File: src/rtl/rdtrig_sar_pkg.sv
package rdtrig_sar_pkg;

  typedef enum logic {
    ST_IDLE = 1'b0,
    ST_CONV = 1'b1
  } sar_state_e;

  // conversion modes captured when a conversion is accepted
  typedef struct packed {
    logic diff;
    logic ainc;
  } conv_mode_t;

endpackage

File: src/rtl/rdtrig_sar_seq.sv
module rdtrig_sar_seq
  import rdtrig_sar_pkg::*;
#(
  parameter int CODE_W = 8
) (
  input  logic              clk,
  input  logic              rst_n,
  input  logic              start_i,
  input  logic              cmp_i,
  output logic              busy_o,
  output logic              accept_o,
  output logic              last_o,
  output logic              fin_o,
  output logic [CODE_W-1:0] dac_code_o,
  output logic [CODE_W-1:0] resolved_o
);

  localparam logic [CODE_W-1:0] MSB_MASK = {1'b1, {(CODE_W-1){1'b0}}};

  sar_state_e        state_q;
  logic [CODE_W-1:0] work_q;
  logic [CODE_W-1:0] trial_q;

  // keep the trial bit when the comparator says input >= trial code
  function automatic logic [CODE_W-1:0] resolve_bit(
    input logic [CODE_W-1:0] work,
    input logic [CODE_W-1:0] trial,
    input logic              keep
  );
    return keep ? (work | trial) : work;
  endfunction

  assign busy_o     = (state_q == ST_CONV);
  assign accept_o   = start_i && !busy_o;
  assign last_o     = busy_o && trial_q[0];
  assign dac_code_o = busy_o ? (work_q | trial_q) : '0;
  assign resolved_o = resolve_bit(work_q, trial_q, cmp_i);

  always_ff @(posedge clk or negedge rst_n) begin
    if (!rst_n) begin
      state_q <= ST_IDLE;
      work_q  <= '0;
      trial_q <= '0;
      fin_o   <= 1'b0;
    end else begin
      fin_o <= last_o;
      if (accept_o) begin
        state_q <= ST_CONV;
        work_q  <= '0;
        trial_q <= MSB_MASK;
      end else if (busy_o) begin
        work_q  <= resolved_o;
        trial_q <= trial_q >> 1;
        if (trial_q[0]) begin
          state_q <= ST_IDLE;
        end
      end
    end
  end

endmodule

File: src/rtl/rdtrig_chan_ptr.sv
module rdtrig_chan_ptr #(
  parameter int NUM_CH = 4,
  parameter int CH_W   = $clog2(NUM_CH)
) (
  input  logic            clk,
  input  logic            rst_n,
  input  logic            load_en_i,
  input  logic [CH_W-1:0] load_val_i,
  input  logic            step_i,
  output logic [CH_W-1:0] chan_o
);

  logic [CH_W-1:0] next_ch;

  generate
    if ((1 << CH_W) == NUM_CH) begin : g_pow2_wrap
      assign next_ch = chan_o + CH_W'(1);
    end else begin : g_cmp_wrap
      assign next_ch = (chan_o == CH_W'(NUM_CH - 1)) ? '0 : chan_o + CH_W'(1);
    end
  endgenerate

  always_ff @(posedge clk or negedge rst_n) begin
    if (!rst_n) begin
      chan_o <= '0;
    end else if (load_en_i) begin
      chan_o <= load_val_i;
    end else if (step_i) begin
      chan_o <= next_ch;
    end
  end

endmodule

File: src/rtl/rdtrig_result_reg.sv
module rdtrig_result_reg #(
  parameter int                CODE_W     = 8,
  parameter logic [CODE_W-1:0] RESET_CODE = {1'b1, {(CODE_W-1){1'b0}}}
) (
  input  logic              clk,
  input  logic              rst_n,
  input  logic              wr_i,
  input  logic              diff_i,
  input  logic [CODE_W-1:0] raw_i,
  output logic [CODE_W-1:0] data_o
);

  // offset binary to two's complement: flip the sign position
  function automatic logic [CODE_W-1:0] present(
    input logic [CODE_W-1:0] raw,
    input logic              diff
  );
    return diff ? {~raw[CODE_W-1], raw[CODE_W-2:0]} : raw;
  endfunction

  always_ff @(posedge clk or negedge rst_n) begin
    if (!rst_n) begin
      data_o <= RESET_CODE;
    end else if (wr_i) begin
      data_o <= present(raw_i, diff_i);
    end
  end

endmodule

File: src/rtl/rdtrig_sar_ctrl.sv
module rdtrig_sar_ctrl
  import rdtrig_sar_pkg::*;
#(
  parameter int CODE_W = 8,
  parameter int NUM_CH = 4
) (
  input  logic                      clk,
  input  logic                      rst_n,
  input  logic                      start_i,
  input  logic                      diff_i,
  input  logic                      auto_inc_i,
  input  logic                      chan_load_i,
  input  logic [$clog2(NUM_CH)-1:0] chan_sel_i,
  input  logic                      cmp_i,
  output logic [CODE_W-1:0]         dac_code_o,
  output logic                      busy_o,
  output logic                      done_o,
  output logic [$clog2(NUM_CH)-1:0] chan_o,
  output logic [CODE_W-1:0]         rd_data_o
);

  localparam int CH_W = $clog2(NUM_CH);

  logic              accept;
  logic              last_step;
  logic [CODE_W-1:0] resolved;
  conv_mode_t        mode_q;
  logic              load_en;
  logic              ptr_step;

  rdtrig_sar_seq #(.CODE_W(CODE_W)) u_seq (
    .clk       (clk),
    .rst_n     (rst_n),
    .start_i   (start_i),
    .cmp_i     (cmp_i),
    .busy_o    (busy_o),
    .accept_o  (accept),
    .last_o    (last_step),
    .fin_o     (done_o),
    .dac_code_o(dac_code_o),
    .resolved_o(resolved)
  );

  always_ff @(posedge clk or negedge rst_n) begin
    if (!rst_n) begin
      mode_q <= '0;
    end else if (accept) begin
      mode_q.diff <= diff_i;
      mode_q.ainc <= auto_inc_i;
    end
  end

  assign load_en  = chan_load_i && !busy_o;
  assign ptr_step = last_step && mode_q.ainc;

  rdtrig_chan_ptr #(.NUM_CH(NUM_CH), .CH_W(CH_W)) u_ptr (
    .clk       (clk),
    .rst_n     (rst_n),
    .load_en_i (load_en),
    .load_val_i(chan_sel_i),
    .step_i    (ptr_step),
    .chan_o    (chan_o)
  );

  rdtrig_result_reg #(.CODE_W(CODE_W)) u_res (
    .clk   (clk),
    .rst_n (rst_n),
    .wr_i  (last_step),
    .diff_i(mode_q.diff),
    .raw_i (resolved),
    .data_o(rd_data_o)
  );

endmodule

File: config.mk
export PLATFORM = sky130hd
export DESIGN_NAME = rdtrig_sar_ctrl
export DESIGN_NICKNAME = d
export VERILOG_FILES = /design/src/rtl/rdtrig_sar_pkg.sv /design/src/rtl/rdtrig_sar_seq.sv /design/src/rtl/rdtrig_chan_ptr.sv /design/src/rtl/rdtrig_result_reg.sv /design/src/rtl/rdtrig_sar_ctrl.sv
export SDC_FILE = /design/constraint.sdc
export NUM_CORES = 1
export LEC_CHECK = 0
export BUFFER_PORTS_ARGS = -buffer_cell sky130_fd_sc_hd__buf_2
export CAP_MARGIN = 25
export CELL_PAD_IN_SITES_DETAIL_PLACEMENT = 1
export CELL_PAD_IN_SITES_GLOBAL_PLACEMENT = 2
export CORE_ASPECT_RATIO = 0.75
export CORE_UTILIZATION = 25
export CTS_BUF_LIST = sky130_fd_sc_hd__clkbuf_8
export DETAILED_ROUTE_END_ITERATION = 10
export PLACE_DENSITY_LB_ADDON = 0.1
export RECOVER_POWER = 100
export SYNTH_ARGS = -nofsm -noshare
export SYNTH_HDL_FRONTEND = slang
export SYNTH_SLANG_ARGS = --single-unit
File: constraint.sdc
create_clock -name clk -period 1.32 [get_ports clk]
set_input_delay 0.066 -clock clk [delete_from_list [all_inputs] [get_ports clk]]
set_output_delay 0.066 -clock clk [all_outputs]
set_load 0.03 [all_outputs]
Word level (Yosys, flattened, before mapping). Index checks and enable logic that the tools add are counted.

Multiplexer cells: 12. Multiply operators: 0. Reduce and logical (&&, ||, !) cells: 7. Eq/ne operators: 0. Bitwise gates (word level): 2. Order comparisons: 0. Shift operators: 0. Add/sub/neg operators: 1. Divide/modulo/power cells: 0.

Operators by type and width (number): $mux W8 (7); $or A8 B8 Y8 (1); $logic_and A1 B1 Y1 (4); $mux W2 (2); $reduce_bool A2 Y1 (2); $mux W1 (3); $add A2 B1 Y2 const B (1); $logic_not A1 Y1 (1); $not A1 Y1 (1).

Memories: 0. Bits of input ports: 9. Logic and storage cells: 30. Bits in writable memories: 0. Output and inout port bits: 20. Flip-flop bits (word level): 30. Bits in latches: 0. Bits in read-only memories: 0.

Depth between registers and ports, before layout. Gate-level depths: netlist of the first run.

Depth in word-level cells: 4. Depth in mapped cells: 5. Depth with buffers taken out: 3.

Cells and area by module. A second synthesis of the first run with hierarchy kept.

Cell total of the unflattened synthesis: 121. Area, all modules: 1383.8 um^2.

Modules (own cells, without submodules): rdtrig_sar_seq (area an instance 863.3 um^2, cells each 87, times used 1, sequential area each 450.4 um^2); rdtrig_result_reg (area an instance 335.3 um^2, cells each 19, times used 1, sequential area each 201.4 um^2); rdtrig_chan_ptr (area an instance 100.1 um^2, cells each 9, times used 1, sequential area each 50.0 um^2); rdtrig_sar_ctrl (area an instance 85.1 um^2, cells each 6, times used 1, sequential area each 50.0 um^2).

Worst setup path after synthesis of the first run. No wires, ideal clock.

Kind: register to output. Start: register u_seq.state_q (netlist: u_seq.busy_o). End: output port dac_code_o[0]. Arrival time: 1270 ps. Path buffers: 3. Setup slack: -16 ps. Cell stages (with the launch flop): 5. Required time: 1254 ps. Path through: dfrtp_1 buf_4 buf_6 buf_4 o21a_1.

Cells in the longest elaborated chain, start to end: 1.

Ends and longest elaborated chain: start, declared (RTL line rdtrig_sar_seq.sv:20) `sar_state_e state_q;`; start signal, assigned (RTL line rdtrig_sar_seq.sv:41) `state_q <= ST_IDLE;`; start signal, assigned (RTL line rdtrig_sar_seq.sv:48) `state_q <= ST_CONV;`; start signal, assigned (RTL line rdtrig_sar_seq.sv:55) `state_q <= ST_IDLE;`; $mux W8 (RTL line rdtrig_sar_seq.sv:36) `assign dac_code_o = busy_o ? (work_q | trial_q) : '0;`; end, declared (RTL line rdtrig_sar_ctrl.sv:15) `output logic [CODE_W-1:0] dac_code_o,`.

No other way between the ends.

Final worst setup path of the first run.
Start: register u_seq.state_q (netlist: u_seq.busy_o). End: output port dac_code_o[7].

Same word-level chain as after synthesis.

==> results.md, run 1 <==
- HP Start: diff_i
- Worst-path fanout max: 12
- CP max stage delay: 0.42 ns
- Worst Path Required: 1.25 ns
- Post-Place Worst Slack: about 0.2 ns
- Largest net degree at the start of global routing: 31
- # IOs: 29
- First-pass GRT wire length: around 5200 µm
- CP endpoint kind: output pin
- CP top delay family: flip-flops
- Failing checks: DRC
- Hpwl dp: around 2000 µm
- PwrDens: 2740 nW/µm²
- Slew Viols, Final: 0
- Setup TNS: 0 ns
- Register area share after synthesis: 59.0%
- # rows: 22
- Layout cells sized above 1: 31.3%
- Most frequent cells in the layout: dfrtp_1, buf_2, a21oi_1
- Avg Synthesized Cell Area: 10.4 µm²
- Highest clock rate: between 800 and 900 MHz
- Post-route ant nets: 0
- Syn_nets: 131
- Slew @ Worst Pin: 0.778 ns
- Remaining global-route overflow: 0
- Post-layout nets: 171
- Initial antenna violation count: 0
- Worst setup path start: u_seq.busy_o
- Worst Hold Path EP: mode_q[1]
- Skew final: 0.00396 ns
- Initial Utilization: around a quarter
- Final setup viols: 0
- Util after Layout: about 34%
- Period utilisation layout: a little over nine tenths
- RSZ-0062 raised after global routing: false
- Core Area: between 4000 and 5000 µm²
- Vias in the first global route: about 1000
- Drt via density: roughly 4.6
- P_leak: between 0.7 and 0.8 nW
- Hold Path Depth: 2
- Cells after Synth: ~120
- CTS tree: done
- Cell Area, Placed: 1490 µm²
- Routed via count: slightly above 1000
- Worst Path Buf+Inv: 2
- Final WS setup: around 0.077 ns
- Reg2reg start: u_seq.busy_o
- Synthesized flop and latch total: 30
- Syn-to-layout area delta: 29.4%
- Status: finished with violations
- Die X: approximately 84 µm
- HP Class: primary input to flop
- Max Cap Violations: 0
- Htree depth: 2
- Distinct cells, synth: 21
- # port buffers: 28
- Setup CP Type: flop to output pin
- Final instance area: 1650 µm²
- Synthesized cell area: roughly 1300 µm²
- Num CTS Buffers: 5
- Residual DRC: 4
- Yosys Warn Count: 0
- Fin crit period: roughly 1.2 ns
- Antenna Cells: 0
- CP arrival: 1.18 ns
- Max IR drop VDD: 0.802 mV
- R2R Setup Slk: about 0.20 ns
- DR pass1 iterations: 7
- R2R Path End: u_seq.trial_q[2]
- Final RePlAce weighted congestion: between 0.6 and 0.7
- Worst path slowest cell: dfrtp_2
- R2R cell count: 4
- WP depth: 3
- Clock Tree Buf Depth: 2
- GR Util All Layers: 12.9%
- Final WL: 3120 µm
- Commonest non-fill, non-tap cell in the layout: dfrtp_1
- Final hold vios: 0
- Worst-path cell chain: buf_8 > o21a_1 > clkbuf_2
- Total design power: approximately 4.5 mW
- Clock sinks: 30
- CTS Root Cell: clkbuf_8
- Die area: about 5400 µm²
- Die Ht: between 60 and 70 µm
- Mean routed wirelength per cell: 14.0 µm
- First DRT Iteration DRCs: 42
- Slew HR: 48.1%
- CP startpoint kind: flop
- Reg clk slew, reported paths: ~0.06 ns
- Clock Latency Late Sink: 0.28 ns
area by class of cell:
class | count | area (µm²)
inverter | 2 | 7.51
clock buffer | 8 | 110
sequential | 30 | 753
tap | 60 | 75.1
timing repair buffer | 39 | 253
fill | 573 | 3250
multi-input combinational | 84 | 449
through the flow:
step	hold WS, ns	cells
global route	0.0193	223
floorplan	-0.230	122
global placement	0.109	209
finish	0.0237	223
CTS	0.0145	218
detailed placement	0.112	209
cells in the mapped netlist, drive strengths merged:
cell / n / share of area, %
a21oi: 18 / 7.1
a22o: 2 / 1.4
buf: 6 / 4.2
dfrtp: 29 / 57
dfstp: 1 / 2.1
inv: 2 / 0.59
mux2: 2 / 1.8
mux2i: 1 / 0.79
nand2: 14 / 4.1
nand2b: 6 / 2.9
nand3: 1 / 0.39
nand4: 1 / 0.49
nor2: 15 / 5.0
o21a: 8 / 4.7
o21ai: 13 / 5.4
xor2: 3 / 2.1
worst register-to-register path, cell delays in order (launching register included):
cell and delay (ns):
dfrtp_2 0.45, buf_8 0.15, buf_2 0.17, nand2b_1 0.15, o21ai_0 0.14
cell families (layout without fill, tap and decap cells):
family	Yosys count	count (layout)	synth area share, %
buf+inv	8	49	4.81
mux	3	3	2.55
compound gates	41	41	18.6
xor+xnor	3	3	2.06
flops	30	30	59.0
simple gates	37	37	13.0
per-layer routing:
| metal | vias to the layer above | routed length (µm) | GRT usage, % |
|---|---|---|---|
| met5 | - | 0 | 0 |
| met4 | 0 | 0 | 4.45 |
| met3 | 0 | 108 | 3.88 |
| met2 | 19 | 1520 | 21.2 |
| met1 | 504 | 1490 | 16.3 |
| li1 | 493 | - | - |
power breakdown:
part	switching (mW)	internal [mW]	leakage [nW]
clock	0.350	0.526	0.0575
combinational	1.28	0.784	0.358
sequential	0.283	1.29	0.385
state kept, by name, summed over array words and instances (netlist names):
signal and count:
u_ptr.chan_o 2, u_seq.fin_o 1, mode_q 2, u_seq.trial_q 8, u_seq.work_q 8, u_seq.busy_o 1, u_res.data_o 8
what timing repair did:
action | CTS | global route
setup endpoints to repair | 7 | 6
pin swaps | 0 | 0
cloned | 0 | 0
setup buffers | 0 | 5
gates resized for setup | 3 | 7
hold endpoints to repair | 29 | 0
hold buffers | 1 | 0
worst max-delay path by stage:
| stage | slack [ns] | endpoint |
|---|---|---|
| 2_1_floorplan | -0.02 | dac_code_o[0] |
| 3_3_place_gp | 0.27 | u_res.data_o[6] |
| 3_5_place_dp | 0.20 | u_ptr.chan_o[1] |
| 4_1_cts | 0.02 | dac_code_o[1] |
| 5_1_grt | 0.02 | dac_code_o[7] |
| 6_report | 0.08 | dac_code_o[7] |
Power figures use the tool's default switching activity.
==> run 2: changes to the inputs <==
Settings changed: CELL_PAD_IN_SITES_GLOBAL_PLACEMENT 2 to 1, CTS_CLUSTER_SIZE set to 8, MAX_ROUTING_LAYER set to met4.
==> run 2 against run 1 <==
The flow still finishes with violations (DRC). Final cell count shrank 3.1%. Clock power shrank 17%. Routed wire length shrank 6.3%. Register-to-register slack lost 0.11 ns. Non-clock buffer count shrank 5. Final area shrank 4.6%. Sequential cell count is the same. Sequential share of layout area grew 2.2 points. First-iteration DRC count grew 24%. Sequential power is essentially flat. Via count shrank 3.7%. Die area is the same. Critical endpoint is now dac_code_o[1].
==> results.md, run 2 (synthesis gave the netlist of run 1 again) <==
- CP endpoint kind: output pin
- Post-layout nets: ~170
- P_leak: between 0.7 and 0.8 nW
- Slew @ Worst Pin: just under 0.8 ns
- Slew HR: around half
- Final setup viols: 0
- First-pass GRT wire length: roughly 5200 µm
- Initial Utilization: between 20% and 30%
- Max IR drop VDD: about 0.82 mV
- Die area: 5390 µm²
- Worst Path Required: ~1.3 ns
- Htree depth: 2
- RSZ-0062 raised after global routing: false
- Final instance area: 1570 µm²
- Slew Viols, Final: 0
- Reg clk slew, reported paths: 0.06 ns
- Comb power frac: between 40% and 50%
- Drt via density: ~4.5
- Flop pwr share: between 30% and 40%
- DR pass1 iterations: 7
- Post-Place Worst Slack: approximately 0.19 ns
- Final hold vios: 0
- Max Cap Violations: 0
- Antenna Cells: 0
- # IOs: 29
- Syn-to-layout area delta: 23.4%
- Layout cells sized above 1: between 20% and 30%
- Status: finished with violations
- Highest clock rate: about 800 MHz
- CP startpoint kind: flop
- Final WL: 2920 µm
- Commonest non-fill, non-tap cell in the layout: dfrtp_1
- Clock sinks: 30
- PwrDens: 2700 nW/µm²
- Mean routed wirelength per cell: between 10 and 15 µm
- CP arrival: about 1.2 ns
- Skew final: about 0.0027 ns
- # port buffers: 28
- Worst setup path start: u_seq.busy_o
- Final RePlAce weighted congestion: between 0.7 and 0.8
- Period utilisation layout: a little over nine tenths
- HP Start: auto_inc_i
- Worst Hold Path EP: mode_q[0]
- Routed via count: 978
- # rows: 22
- Residual DRC: 6
- Failing checks: DRC
- Post-route ant nets: 0
- Largest net degree at the start of global routing: 31
- Cell-internal power: roughly 2.4 mW
- Hpwl dp: 1970 µm
- Clock Tree Buf Depth: 2
- Top Registers: u_res.data_o (8), u_seq.trial_q (8), u_seq.work_q (8)
- Clock power share: roughly 17%
- HP Class: primary input to flop
- Initial antenna violation count: 0
- Core Area: 4900 µm²
- Min Hold Slack: roughly 0.019 ns
- CTS tree: done
- Die X: approximately 84 µm
- First DRT Iteration DRCs: 52
- R2R Path End: mode_q[0]
- Final WS setup: 0.0761 ns
- Remaining global-route overflow: 0
- R2R Setup Slk: approximately 0.090 ns
- GR Util All Layers: 13.3%
- Setup TNS: 0 ns
- NetSw: 1.84 mW
- Hold Path Depth: 2
- Vias in the first global route: 1070
- Clock Latency Late Sink: approximately 0.28 ns
- CTS Root Cell: clkbuf_8
- Die Ht: around 64 µm
- Most frequent cells in the layout: dfrtp_1, buf_2, a21oi_1
- Worst-path fanout max: 18
- Setup CP Type: flop to output pin
- Total design power: 4.24 mW
- R2R cell count: 3
- Num CTS Buffers: 5
- Net Sw Frac: a little over two fifths
- Reg2reg start: u_seq.busy_o
- Fin crit period: between 1 and 1.5 ns
- Cell Area, Placed: 1470 µm²
[run 2: worst max-delay path: stages, from the launching register on]
cell,delay (ns)
dfrtp_2,0.42
buf_8,0.17
o21a_1,0.13
buf_2,0.18
[run 2: worst max-delay path by stage]
stage / end / slack, ns
floorplan: dac_code_o[0] / -0.02
global placement: dac_code_o[3] / 0.21
detailed placement: dac_code_o[3] / 0.19
CTS: dac_code_o[5] / -0.003
global route: dac_code_o[4] / 0.0008
finish: dac_code_o[1] / 0.08
[run 2: final cells by class]
cell class,count,area (µm²)
multi-input combinational,84,449
tap,60,75.1
clock buffer,6,82.6
timing repair buffer,34,204
fill,575,3330
sequential,30,753
inverter,2,7.51
[run 2: layer usage]
layer  vias up  global-route usage, %  wire length (µm)  share of wire [%]
met5         -                      -                 0                  0
met4         0                   6.36                53                1.8
met3         7                   4.39               136                4.7
li1        479                      -                 -                  -
met1       470                   16.2              1430                 49
met2        22                   20.2              1310                 45
[run 2: per-stage QoR]
stage,instances,util (%)
after floorplan,122,-
final,216,32.1
after detailed placement,208,29.9
after global routing,216,32.1
after global placement,208,29.9
after CTS,215,32.0
[run 2: power by group through the flow]
stage               clock network, mW  registers, mW  logic, mW
global route                    0.819           1.65       2.12
CTS                             0.758           1.60       1.94
floorplan                           0           1.86       1.16
global placement                    0           1.57       1.89
finish                          0.727           1.58       1.93
detailed placement                  0           1.60       1.91
[run 2: repair_timing]
action                     4_1_cts  5_1_grt
gates resized for setup          4        4
hold endpoints to repair        29        0
setup endpoints to repair        8        8
buffers inserted                 0        1
hold buffers                     1        0
==> run 3: changes to the inputs <==
Settings changed: MAX_ROUTING_LAYER met4 to not set, SYNTH_HIERARCHICAL set to 1.
==> run 3 against run 2 <==
The run now ends clean. Power up 4.9%. Sequential share of layout area down 5.1 points. Clock power up 3.7%. Register-to-register slack worse by 0.06 ns. Non-clock buffer count up 3. Sequential power down 4%. Global-route usage up 0.082 points. Count of clock-buffer cells in the layout unchanged. Utilization up 0.99 points. Synthesized cell count down 0.82%. Routed wire length up 12%. Critical path depth up 1.
==> results.md, run 3 <==
- Fin crit period: between 1 and 1.5 ns
- CTS Root Cell: clkbuf_8
- R2R cell count: 4
- Synthesized cell area: about 1400 µm²
- Initial Utilization: around a quarter
- CP arrival: approximately 1.5 ns
- Total design power: about 4.4 mW
- Worst setup path start: u_seq/busy_o
- Post-route ant nets: 0
- DR pass1 iterations: 2
- Synthesized flop and latch total: 30
- Avg Synthesized Cell Area: 11.4 µm²
- Max IR drop VDD: about 0.99 mV
- Yosys top cell area share: roughly 52%
- Synth area leaders: dfrtp_1, mux2_4, nand2b_1, nor2_1, a21boi_1
- PwrDens: between 2000 and 3000 nW/µm²
- Commonest non-fill, non-tap cell in the layout: dfrtp_1
- Remaining global-route overflow: 0
- Top Registers: u_res/data_o (8), u_seq/trial_q (8), u_seq/work_q (8)
- CTS tree: done
- CP endpoint kind: flop
- Critical path capture point: u_ptr/chan_o[1]
- Die area: around 5800 µm²
- Distinct cells, synth: 22
- P_leak: 0.884 nW
- # rows: 23
- EDFF count, synth: 0
- Reg2reg start: u_seq/busy_o
- Core Area: 5320 µm²
- Placed Instances: 224
- Cells after Synth: 121
- First DRT Iteration DRCs: 58
- Setup CP Type: flop to flop
- Post-layout nets: between 150 and 200
- Max Cap Violations: 0
- Yosys Warn Count: 6
- Drt via density: ~4.3
- Die Ht: roughly 66 µm
- Cell Area, Placed: between 1500 and 2000 µm²
- Most frequent cells in the layout: dfrtp_1, buf_2, nor2_1
- Status: completed
- Synth cell count leaders: dfrtp_1, nor2_1, nand2b_1
- First-pass GRT wire length: between 5000 and 6000 µm
- Num CTS Buffers: 5
- Final WL: between 3000 and 4000 µm
- Final hold vios: 0
- # port buffers: 28
- GR Util All Layers: a little over an eighth
- Layout cells sized above 1: 36.3%
- HP Class: primary input to flop
- Clock Latency Late Sink: approximately 0.28 ns
- Vias in the first global route: between 1000 and 1500
- Highest clock rate: between 700 and 800 MHz
- Slew HR: 47.9%
- Htree depth: 2
- Count leader, synth: dfrtp_1
- R2R Path End: u_ptr/chan_o[1]
- R2R Setup Slk: roughly 0.028 ns
- Register area share after synthesis: between 50 and 60%
- Initial antenna violation count: 0
- Antenna Cells: 0
- Mean routed wirelength per cell: 14.0 µm
- Slew @ Worst Pin: slightly below 0.8 ns
- Clock Tree Buf Depth: 2
- Biggest area consumer among synthesized cells: dfrtp_1
- Reg clk slew, reported paths: around 0.06 ns
- Hpwl dp: about 2300 µm
- Worst Path Required: 1.49 ns
- Post-synth top flop: dfrtp_1
- Syn_nets: 130
- Asr flop ratio synth: 100%
- Final instance area: approximately 1800 µm²
- Largest net degree at the start of global routing: 31
- RSZ-0062 raised after global routing: true
- Die X: about 88 µm
- Residual DRC: 0
- Period utilisation layout: around 98%
- Skew final: approximately 0.0038 ns
- Routed via count: approximately 1000
- # IOs: 29
- Final std cells w/o fill: between 200 and 250
- Worst-path fanout max: 5
- Final setup viols: 0
- Clock sinks: 30
- Final RePlAce weighted congestion: 0.689
- CP startpoint kind: flop
- Slew Viols, Final: 0
- Syn-to-layout area delta: 27.2%
[run 3: area by class of cell]
type | instances | area, µm²
Clock inverter | 2 | 8.76
Clock buffer | 6 | 82.6
Fill cell | 607 | 3560
Timing Repair Buffer | 37 | 240
Inverter | 1 | 11.3
Multi-Input combinational cell | 84 | 571
Tap cell | 75 | 93.8
Sequential cell | 30 | 753
[run 3: stage by stage]
step / util [%] / hold slack, ns / setup WS, ns / TNS, ns
after floorplan: - / -0.230 / -0.141 / -0.178
after global placement: 30.5 / 0.0293 / 0.0795 / 0
after detailed placement: 30.5 / 0.0371 / 0.0409 / 0
after CTS: 33.0 / 0.000626 / 0.00274 / 0
after global routing: 33.1 / 0.0107 / -0.0240 / -0.119
final: 33.1 / 0.00185 / 0.0275 / 0
[run 3: critical path: stages (launching register included)]
cell	delay, ns
dfrtp_2	0.45
and2_4	0.15
and2_4	0.14
and4bb_1	0.19
a221o_1	0.25
[run 3: how the worst min path moves through the flow]
stage | end | start | depth (start not counted)
after floorplan | mode_q[0] | rst_n | 0
after global placement | u_res/data_o[1] | rst_n | 2
after detailed placement | u_seq/work_q[1] | rst_n | 2
after CTS | u_ptr/chan_o[0] | chan_sel_i[0] | 3
after global routing | u_ptr/chan_o[0] | chan_sel_i[0] | 3
final | u_ptr/chan_o[0] | chan_sel_i[0] | 3
[run 3: where the power goes]
part,switching (mW),internal (mW)
Sequential,0.249,1.26
Combinational,1.26,0.919
Clock,0.342,0.412
Total,1.85,2.60
[run 3: cells by family (layout without fill, tap and decap cells)]
family / Yosys count / after routing / synth area share, %
and+or+nand+nor: 47 / 47 / 17.2
DFF: 30 / 30 / 54.3
AOI/OAI and AO/OA: 26 / 26 / 13.2
muxes: 9 / 9 / 9.22
buffers and inverters: 7 / 46 / 4.79
xor gates and xnor gates: 2 / 2 / 1.27
[run 3: what timing repair did]
item / in CTS / in global routing
setup endpoints to repair: 8 / 9
setup buffers: 0 / 2
hold endpoints to repair: 30 / 0
hold buffers: 1 / 0
gates resized for setup: 12 / 1
[run 3: layer usage]
metal	GRT usage (%)	vias up	wire (µm)
li1	-	479	-
met1	17.0	497	1580
met2	21.1	20	1540
met3	4.12	8	119
met4	5.53	0	48
met5	0	-	0
